File: src/rtl/tmr_pkg.sv
package tmr_pkg;
  localparam logic [7:0] OFF_CLKSPD = 8'h04;
  localparam logic [7:0] OFF_CNTLO  = 8'h10;
  localparam logic [7:0] OFF_CNTHI  = 8'h14;
  localparam logic [7:0] OFF_PRDLO  = 8'h18;
  localparam logic [7:0] OFF_PRDHI  = 8'h1C;
  localparam logic [7:0] OFF_CTRL   = 8'h20;
  localparam logic [7:0] OFF_MODE   = 8'h24;
  localparam logic [7:0] OFF_WDCTL  = 8'h28;

  localparam logic [15:0] WD_KEY_FIRST  = 16'hA5C6;
  localparam logic [15:0] WD_KEY_SECOND = 16'hDA7E;

  typedef enum logic [1:0] {
    MODE_CHAIN = 2'b00,
    MODE_DUAL  = 2'b01,
    MODE_WDOG  = 2'b10
  } mode_e;

  typedef struct packed {
    logic out_hi;
    logic hi_ext;
    logic hi_en;
    logic lo_ext;
    logic lo_en;
  } ctrl_t;
endpackage

File: src/rtl/tmr_edge_sync.sv
module tmr_edge_sync #(
  parameter int STAGES = 2
) (
  input  logic clk,
  input  logic rst_n,
  input  logic async_in,
  output logic rise
);
  logic [STAGES-1:0] sync_q, sync_d;
  logic              prev_q, prev_d;

  always_comb begin
    sync_d = {sync_q[STAGES-2:0], async_in};
    prev_d = sync_q[STAGES-1];
  end

  always_ff @(posedge clk or negedge rst_n) begin
    if (!rst_n) begin
      sync_q <= '0;
      prev_q <= 1'b0;
    end else begin
      sync_q <= sync_d;
      prev_q <= prev_d;
    end
  end

  assign rise = sync_q[STAGES-1] & ~prev_q;


  rise_single_chk: assert property (@(posedge clk) disable iff (!rst_n)
    rise |=> !rise);
endmodule

File: src/rtl/tmr_regs.sv
module tmr_regs
  import tmr_pkg::*;
#(
  parameter int CNT_W   = 32,
  parameter int ADDR_W  = 8,
  parameter int CLK_DIV = 6
) (
  input  logic              clk,
  input  logic              rst_n,
  input  logic              bus_wr,
  input  logic [ADDR_W-1:0] bus_addr,
  input  logic [CNT_W-1:0]  bus_wdata,
  output logic [CNT_W-1:0]  bus_rdata,
  input  logic [CNT_W-1:0]  cnt_lo,
  input  logic [CNT_W-1:0]  cnt_hi,
  input  logic              expired,
  output logic [CNT_W-1:0]  prd_lo,
  output logic [CNT_W-1:0]  prd_hi,
  output ctrl_t             ctrl,
  output mode_e             mode,
  output logic              ld_lo,
  output logic              ld_hi,
  output logic              svc,
  output logic              wd_active
);
  localparam int CTRL_W = $bits(ctrl_t);

  logic [CNT_W-1:0] prd_lo_q, prd_lo_d, prd_hi_q, prd_hi_d;
  ctrl_t            ctrl_q, ctrl_d;
  mode_e            mode_q, mode_d;
  logic             armed_q, armed_d;

  function automatic logic hit(input logic [ADDR_W-1:0] a, input logic [7:0] off);
    return a == ADDR_W'(off);
  endfunction

  logic wr_prdlo, wr_prdhi, wr_ctrl, wr_mode, wr_wd;

  always_comb begin
    wr_prdlo  = bus_wr && hit(bus_addr, OFF_PRDLO);
    wr_prdhi  = bus_wr && hit(bus_addr, OFF_PRDHI);
    wr_ctrl   = bus_wr && hit(bus_addr, OFF_CTRL);
    wr_mode   = bus_wr && hit(bus_addr, OFF_MODE);
    wr_wd     = bus_wr && hit(bus_addr, OFF_WDCTL);
    wd_active = (mode_q == MODE_WDOG);

    prd_lo_d = prd_lo_q;
    prd_hi_d = prd_hi_q;
    ctrl_d   = ctrl_q;
    mode_d   = mode_q;
    armed_d  = armed_q;
    svc      = 1'b0;

    if (wr_prdlo && !wd_active) prd_lo_d = bus_wdata;
    if (wr_prdhi && !wd_active) prd_hi_d = bus_wdata;
    if (wr_ctrl) ctrl_d = ctrl_t'(bus_wdata[CTRL_W-1:0]);
    if (wr_mode && !wd_active) begin
      if (bus_wdata[1])      mode_d = MODE_WDOG;
      else if (bus_wdata[0]) mode_d = MODE_DUAL;
      else                   mode_d = MODE_CHAIN;
    end
    if (wr_wd && wd_active) begin
      armed_d = (bus_wdata[15:0] == WD_KEY_FIRST);
      svc     = armed_q && (bus_wdata[15:0] == WD_KEY_SECOND);
    end

    ld_lo = bus_wr && hit(bus_addr, OFF_CNTLO) && !wd_active;
    ld_hi = bus_wr && hit(bus_addr, OFF_CNTHI) && !wd_active;
  end

  always_ff @(posedge clk or negedge rst_n) begin
    if (!rst_n) begin
      prd_lo_q <= '0;
      prd_hi_q <= '0;
      ctrl_q   <= '0;
      mode_q   <= MODE_CHAIN;
      armed_q  <= 1'b0;
    end else begin
      prd_lo_q <= prd_lo_d;
      prd_hi_q <= prd_hi_d;
      ctrl_q   <= ctrl_d;
      mode_q   <= mode_d;
      armed_q  <= armed_d;
    end
  end

  always_comb begin
    bus_rdata = '0;
    if (hit(bus_addr, OFF_CLKSPD))     bus_rdata = CNT_W'(CLK_DIV);
    else if (hit(bus_addr, OFF_CNTLO)) bus_rdata = cnt_lo;
    else if (hit(bus_addr, OFF_CNTHI)) bus_rdata = cnt_hi;
    else if (hit(bus_addr, OFF_PRDLO)) bus_rdata = prd_lo_q;
    else if (hit(bus_addr, OFF_PRDHI)) bus_rdata = prd_hi_q;
    else if (hit(bus_addr, OFF_CTRL))  bus_rdata = CNT_W'(ctrl_q);
    else if (hit(bus_addr, OFF_MODE))  bus_rdata = CNT_W'(mode_q);
    else if (hit(bus_addr, OFF_WDCTL)) bus_rdata = CNT_W'({expired, armed_q, wd_active});
  end

  assign prd_lo = prd_lo_q;
  assign prd_hi = prd_hi_q;
  assign ctrl   = ctrl_q;
  assign mode   = mode_q;


  mode_lock_chk: assert property (@(posedge clk) disable iff (!rst_n)
    wd_active |=> wd_active);


  prd_frozen_chk: assert property (@(posedge clk) disable iff (!rst_n)
    wd_active |=> $stable(prd_lo_q) && $stable(prd_hi_q));
endmodule

File: src/rtl/tmr_core.sv
module tmr_core
  import tmr_pkg::*;
#(
  parameter int CNT_W = 32
) (
  input  logic             clk,
  input  logic             rst_n,
  input  mode_e            mode,
  input  ctrl_t            ctrl,
  input  logic [CNT_W-1:0] prd_lo,
  input  logic [CNT_W-1:0] prd_hi,
  input  logic             tick_en,
  input  logic [1:0]       ext_rise,
  input  logic             ld_lo,
  input  logic             ld_hi,
  input  logic [CNT_W-1:0] ld_val,
  input  logic             svc,
  output logic [CNT_W-1:0] cnt_lo,
  output logic [CNT_W-1:0] cnt_hi,
  output logic             evt_lo,
  output logic             evt_hi,
  output logic             wd_expire
);
  logic [CNT_W-1:0] lo_q, lo_d, hi_q, hi_d;
  logic             elo_q, elo_d, ehi_q, ehi_d, exp_q, exp_d;
  logic             tk_lo, tk_hi, adv64, match64, lo_wrap;

  always_comb begin
    tk_lo   = ctrl.lo_ext ? ext_rise[0] : tick_en;
    tk_hi   = ctrl.hi_ext ? ext_rise[1] : tick_en;
    match64 = (lo_q == prd_lo) && (hi_q == prd_hi);
    lo_wrap = &lo_q;
    adv64   = (mode == MODE_WDOG) ? tick_en : (ctrl.lo_en && tk_lo);

    lo_d  = lo_q;
    hi_d  = hi_q;
    elo_d = 1'b0;
    ehi_d = 1'b0;
    exp_d = exp_q;

    if (mode == MODE_DUAL) begin
      if (ctrl.lo_en && tk_lo) begin
        if (lo_q == prd_lo) begin
          lo_d  = '0;
          elo_d = 1'b1;
        end else begin
          lo_d = lo_q + 1'b1;
        end
      end
      if (ctrl.hi_en && tk_hi) begin
        if (hi_q == prd_hi) begin
          hi_d  = '0;
          ehi_d = 1'b1;
        end else begin
          hi_d = hi_q + 1'b1;
        end
      end
    end else if (adv64) begin
      if (match64) begin
        lo_d = '0;
        hi_d = '0;
        if (mode == MODE_WDOG) exp_d = 1'b1;
        else                   elo_d = 1'b1;
      end else begin
        lo_d = lo_q + 1'b1;
        if (lo_wrap) hi_d = hi_q + 1'b1;
      end
    end

    if (svc) begin
      lo_d = '0;
      hi_d = '0;
    end
    if (ld_lo) begin
      lo_d  = ld_val;
      elo_d = 1'b0;
    end
    if (ld_hi) begin
      hi_d  = ld_val;
      ehi_d = 1'b0;
      if (mode != MODE_DUAL) elo_d = 1'b0;
    end
  end

  always_ff @(posedge clk or negedge rst_n) begin
    if (!rst_n) begin
      lo_q  <= '0;
      hi_q  <= '0;
      elo_q <= 1'b0;
      ehi_q <= 1'b0;
      exp_q <= 1'b0;
    end else begin
      lo_q  <= lo_d;
      hi_q  <= hi_d;
      elo_q <= elo_d;
      ehi_q <= ehi_d;
      exp_q <= exp_d;
    end
  end

  assign cnt_lo    = lo_q;
  assign cnt_hi    = hi_q;
  assign evt_lo    = elo_q;
  assign evt_hi    = ehi_q;
  assign wd_expire = exp_q;


  lo_reload_chk: assert property (@(posedge clk) disable iff (!rst_n)
    evt_lo |-> cnt_lo == '0);


  hi_reload_chk: assert property (@(posedge clk) disable iff (!rst_n)
    evt_hi |-> cnt_hi == '0);


  expire_sticky_chk: assert property (@(posedge clk) disable iff (!rst_n)
    !$fell(wd_expire));


  expire_in_wd_chk: assert property (@(posedge clk) disable iff (!rst_n)
    $rose(wd_expire) |-> mode == MODE_WDOG);


  service_clear_chk: assert property (@(posedge clk) disable iff (!rst_n)
    svc |=> cnt_lo == '0 && cnt_hi == '0);


  no_evt_in_wd_chk: assert property (@(posedge clk) disable iff (!rst_n)
    mode == MODE_WDOG |=> !evt_lo && !evt_hi);
endmodule

File: src/rtl/tmr_dual_wd.sv
module tmr_dual_wd
  import tmr_pkg::*;
#(
  parameter int CNT_W       = 32,
  parameter int ADDR_W      = 8,
  parameter int CLK_DIV     = 6,
  parameter int SYNC_STAGES = 2
) (
  input  logic              clk,
  input  logic              rst_n,
  input  logic              tick_en,
  input  logic              ext_in0,
  input  logic              ext_in1,
  input  logic              bus_wr,
  input  logic [ADDR_W-1:0] bus_addr,
  input  logic [CNT_W-1:0]  bus_wdata,
  output logic [CNT_W-1:0]  bus_rdata,
  output logic              tmr_out,
  output logic              evt_lo,
  output logic              evt_hi,
  output logic              wd_expire
);
  localparam int N_EXT = 2;

  logic [N_EXT-1:0] ext_raw, ext_rise;
  logic [CNT_W-1:0] cnt_lo, cnt_hi, prd_lo, prd_hi;
  ctrl_t            ctrl;
  mode_e            mode;
  logic             ld_lo, ld_hi, svc, wd_active;

  assign ext_raw = {ext_in1, ext_in0};

  for (genvar g = 0; g < N_EXT; g++) begin : g_sync
    tmr_edge_sync #(.STAGES(SYNC_STAGES)) u_sync (
      .clk      (clk),
      .rst_n    (rst_n),
      .async_in (ext_raw[g]),
      .rise     (ext_rise[g])
    );
  end

  tmr_regs #(.CNT_W(CNT_W), .ADDR_W(ADDR_W), .CLK_DIV(CLK_DIV)) u_regs (
    .clk       (clk),
    .rst_n     (rst_n),
    .bus_wr    (bus_wr),
    .bus_addr  (bus_addr),
    .bus_wdata (bus_wdata),
    .bus_rdata (bus_rdata),
    .cnt_lo    (cnt_lo),
    .cnt_hi    (cnt_hi),
    .expired   (wd_expire),
    .prd_lo    (prd_lo),
    .prd_hi    (prd_hi),
    .ctrl      (ctrl),
    .mode      (mode),
    .ld_lo     (ld_lo),
    .ld_hi     (ld_hi),
    .svc       (svc),
    .wd_active (wd_active)
  );

  tmr_core #(.CNT_W(CNT_W)) u_core (
    .clk       (clk),
    .rst_n     (rst_n),
    .mode      (mode),
    .ctrl      (ctrl),
    .prd_lo    (prd_lo),
    .prd_hi    (prd_hi),
    .tick_en   (tick_en),
    .ext_rise  (ext_rise),
    .ld_lo     (ld_lo),
    .ld_hi     (ld_hi),
    .ld_val    (bus_wdata),
    .svc       (svc),
    .cnt_lo    (cnt_lo),
    .cnt_hi    (cnt_hi),
    .evt_lo    (evt_lo),
    .evt_hi    (evt_hi),
    .wd_expire (wd_expire)
  );

  assign tmr_out = ctrl.out_hi ? evt_hi : evt_lo;


  out_route_chk: assert property (@(posedge clk) disable iff (!rst_n)
    tmr_out |-> (evt_lo || evt_hi));


  wd_status_chk: assert property (@(posedge clk) disable iff (!rst_n)
    wd_expire |-> wd_active);
endmodule

File: config.mk
export PLATFORM = sky130hd
export DESIGN_NAME = tmr_dual_wd
export DESIGN_NICKNAME = d
export VERILOG_FILES = /design/src/rtl/tmr_pkg.sv /design/src/rtl/tmr_edge_sync.sv /design/src/rtl/tmr_regs.sv /design/src/rtl/tmr_core.sv /design/src/rtl/tmr_dual_wd.sv
export SDC_FILE = /design/constraint.sdc
export NUM_CORES = 1
export LEC_CHECK = 0
export BUFFER_PORTS_ARGS = -buffer_cell sky130_fd_sc_hd__buf_2
export CORE_MARGIN = 5
export CORE_UTILIZATION = 50
export DETAILED_ROUTE_END_ITERATION = 7
export PLACE_DENSITY_LB_ADDON = 0.2
export SLEW_MARGIN = 5
export SYNTH_ARGS = -nofsm -noshare
export SYNTH_HDL_FRONTEND = slang
export SYNTH_SLANG_ARGS = --single-unit
File: constraint.sdc
create_clock -name clk -period 2.55 [get_ports clk]
set_clock_uncertainty 0.15 [all_clocks]
set_input_delay 0.255 -clock clk [delete_from_list [all_inputs] [get_ports clk]]
set_output_delay 0.255 -clock clk [all_outputs]
set_load 0.1 [all_outputs]
==> run metrics <==
status finished with violations; failing checks design-rule violations, negative setup slack; Root Buffer Master clkbuf_16; cts bufs inserted 17; Max Clk Rate 316 MHz; unrepaired setup endpoints after global routing true; fin worst setup slack -0.613 ns; final max-slew violation count 0; CTS clk-pin slew, worst paths 0.07 ns; Netlist Area Pre-Place 9270 sq um; top cell type by total area after synthesis dfrtp_1; P_int 0.00461 W; FP Rows 49; top cells by area in the synthesized netlist dfrtp_1 (39%), mux2_2 (8.6%), xnor2_1 (6.0%); share of power burned in registers 0.383; Reg2Reg Depth 10; Max-cap violations 0; die width 146 um; CP Launch Type register; Combinational Power Share 0.197; Die ar. 21400 sq um; CTS tree done; starting density of the core 0.513; layout cells sized above 1 0.494; Crit Path Max Fanout 8; count leader, synth dfrtp_1; PD cells 438 nW/um^2; first-pass GRT wire length 57500 um; share of the synthesized area in the top cell type 0.391; fin util 0.825; placed cell count 1462; Yosys Warn Count 0; VDD IR max 0.496 mV; Min-Delay Path Class primary input to register; DRT Pass-1 Iters 8; post-route insts no fill 1560; Clock Tree Buf Depth 2; P&R area growth vs syn 60.9%; initial antenna violation count 1; PortBufs 81; CP Capture Type register; Primary FF master, synth dfrtp_1; switching power share of the total 0.294; gr usage total 0.346; post-synthesis sequential area ratio 0.391; Post-synth EDFFs 0; Die Y 146 um; Synth cell types 56; Final HPWL DP 26000 um; Post-Syn Instances 1027; core area 18100 sq um; Hold Slack 0.00859 ns; Psw 0.00192 W; H-tree level count 4; final wirelength 47300 um; Worst Path Arrival 3.34 ns; Finish-stage setup viols 95; leakage power 6.27 nW; TNS Setup -34.98 ns; Syn Area/Cell 9.03 sq um; hold-critical path depth 2; FF+latch count, synth 145; endpoints failing hold 0; antenna-violating nets left 0; Clock Latency Late Sink 0.44 ns; clock share of power 0.420; Avg Vias per Cell 7.26; Relative slew margins 0.421; vias in the first global route 9848; Starting DRT DRC Count 2009; Tmin final 3.16 ns; Final period util 1.24; largest net degree at the start of global routing 58; DRC 58; io pins 82; Avg WL per Cell 30.3 um; most common library cells after synthesis dfrtp_1 (145), nand2_1 (88), nor2_1 (87), a21oi_1 (82), mux2_2 (71); grt total ovfl 0; gp weighted congestion 0.957; Worst Tran Pin Value 0.869 ns; setup slack at placement -0.234 ns; DR vias 11300; critical path required time 2.72 ns; Post-layout nets 1365; syn nets 1075; crit path kind register to register; CTS Sinks 145; ys async rst share 1.00
==> placed cells by master, fill, tap and decap left out, types with 9 or more instances in the layout <==
cell type | synthesis | final
buf_4 | 0 | 198
dfrtp_1 | 145 | 143
nand2_1 | 88 | 83
mux2_2 | 71 | 70
xnor2_1 | 64 | 53
buf_12 | 0 | 50
buf_2 | 15 | 46
nand4_1 | 37 | 37
a22o_1 | 35 | 35
a21oi_2 | 2 | 34
clkbuf_16 | 0 | 33
mux2i_1 | 32 | 32
nor2_1 | 87 | 32
nor2_2 | 0 | 29
a21oi_4 | 0 | 27
nor2_4 | 0 | 26
nand3_1 | 25 | 25
a221o_1 | 25 | 24
a21oi_1 | 82 | 23
o21ai_2 | 0 | 23
or3_1 | 22 | 22
o21ai_0 | 45 | 22
buf_6 | 0 | 18
o21ai_1 | 24 | 17
dlygate4sd3_1 | 0 | 16
and3_1 | 16 | 15
inv_1 | 14 | 14
xnor2_2 | 0 | 11
nand2b_1 | 9 | 9
==> cells by family (layout without fill, tap and decap cells) <==
family                   Yosys count  after routing  share of synthesized area
multiplexers                     104            104                      0.122
XOR/XNOR                          64             64                     0.0605
buffers and inverters             99            401                     0.0421
AO/OA/AOI/OAI                    258            258                      0.183
other                              0              1                          0
flip-flops                       145            145                      0.391
adder cells (fa/ha/maj)            3              3                    0.00378
AND/OR/NAND/NOR                  354            355                      0.198
==> critical path, stage by stage (launching register included) <==
cell and delay, ns:
dfrtp_1 0.45, xnor2_2 0.45, nand4_1 0.32, nor4_4 0.41, buf_4 0.19, a21oi_2 0.10
o21ai_4 0.26, buf_12 0.20, clkbuf_16 0.19, o31ai_2 0.08, a22o_1 0.22
==> metal layers <==
| metal | vias up | wire [um] | global-route usage |
|---|---|---|---|
| met1 | 5378 | 15800 | 0.453 |
| met4 | 2 | 4450 | 0.170 |
| met5 | - | 13 | 0 |
| met3 | 432 | 7360 | 0.0905 |
| met2 | 1132 | 19700 | 0.532 |
| li1 | 4379 | - | - |
==> final cells by class <==
class                           count  area, sq um
Multi-Input combinational cell    784         6590
Timing Repair Buffer              355         3730
Clock inverter                     13          185
Inverter                           14         52.6
Clock buffer                       19          433
Sequential cell                   145         3630
Antenna cell                        1         2.50
Tap cell                          229          287
Fill cell                         844         3170
==> per-stage QoR <==
stage | total power, W | instance area, sq um
2_1_floorplan | 0.00294 | 9670
3_3_place_gp | 0.00347 | 12200
3_5_place_dp | 0.00349 | 12200
4_1_cts | 0.00623 | 13400
5_1_grt | 0.00666 | 14900
6_report | 0.00653 | 14900
==> worst paths after layout <==
kind	from	to	slack [ns]
worst min-delay path	bus_wdata[21]	u_regs.prd_hi[21]$_DFFE_PN0P_	0.009
min in group asynchronous	rst_n	u_regs.prd_lo[3]$_DFFE_PN0P_	0.15
max in group asynchronous	rst_n	u_core.cnt_hi[20]$_DFFE_PN0P_	1.37
worst min register to register	g_sync[0].u_sync.sync_q[0]$_DFF_PN0_	g_sync[0].u_sync.sync_q[1]$_DFF_PN0_	0.20
worst max register to register	u_regs.prd_lo[21]$_DFFE_PN0P_	u_core.cnt_hi[12]$_DFFE_PN0P_	-0.61
worst max-delay path	u_regs.prd_lo[21]$_DFFE_PN0P_	u_core.cnt_hi[12]$_DFFE_PN0P_	-0.61
==> power by group through the flow <==
stage	sequential, W	combinational [W]	clock (W)
final	0.00250	0.00129	0.00274
after global routing	0.00250	0.00132	0.00283
after CTS	0.00248	0.00104	0.00271
after detailed placement	0.00252	0.000972	0
after global placement	0.00251	0.000960	0
after floorplan	0.00251	0.000438	0
==> state kept, by name (all words and copies together) (netlist names) <==
signal                cells
u_core.cnt_hi            32
u_core.cnt_lo            32
u_regs.prd_hi            32
u_regs.prd_lo            32
u_regs.ctrl               5
g_sync.u_sync.sync_q      4
g_sync.u_sync.prev_q      2
u_regs.mode               2
u_core.evt_hi             1
u_core.evt_lo             1
u_core.wd_expire          1
u_regs.armed_q            1
==> timing repair <==
| action | CTS | global route |
|---|---|---|
| gates cloned | 5 | 22 |
| endpoints found under the setup margin | 89 | 96 |
| hold endpoints to repair | 76 | 0 |
| gates resized for setup | 59 | 211 |
| setup buffers | 4 | 19 |
| pin swaps | 24 | 116 |
| hold buffers | 16 | 0 |
Note: power is estimated with default switching activity, not from simulation.
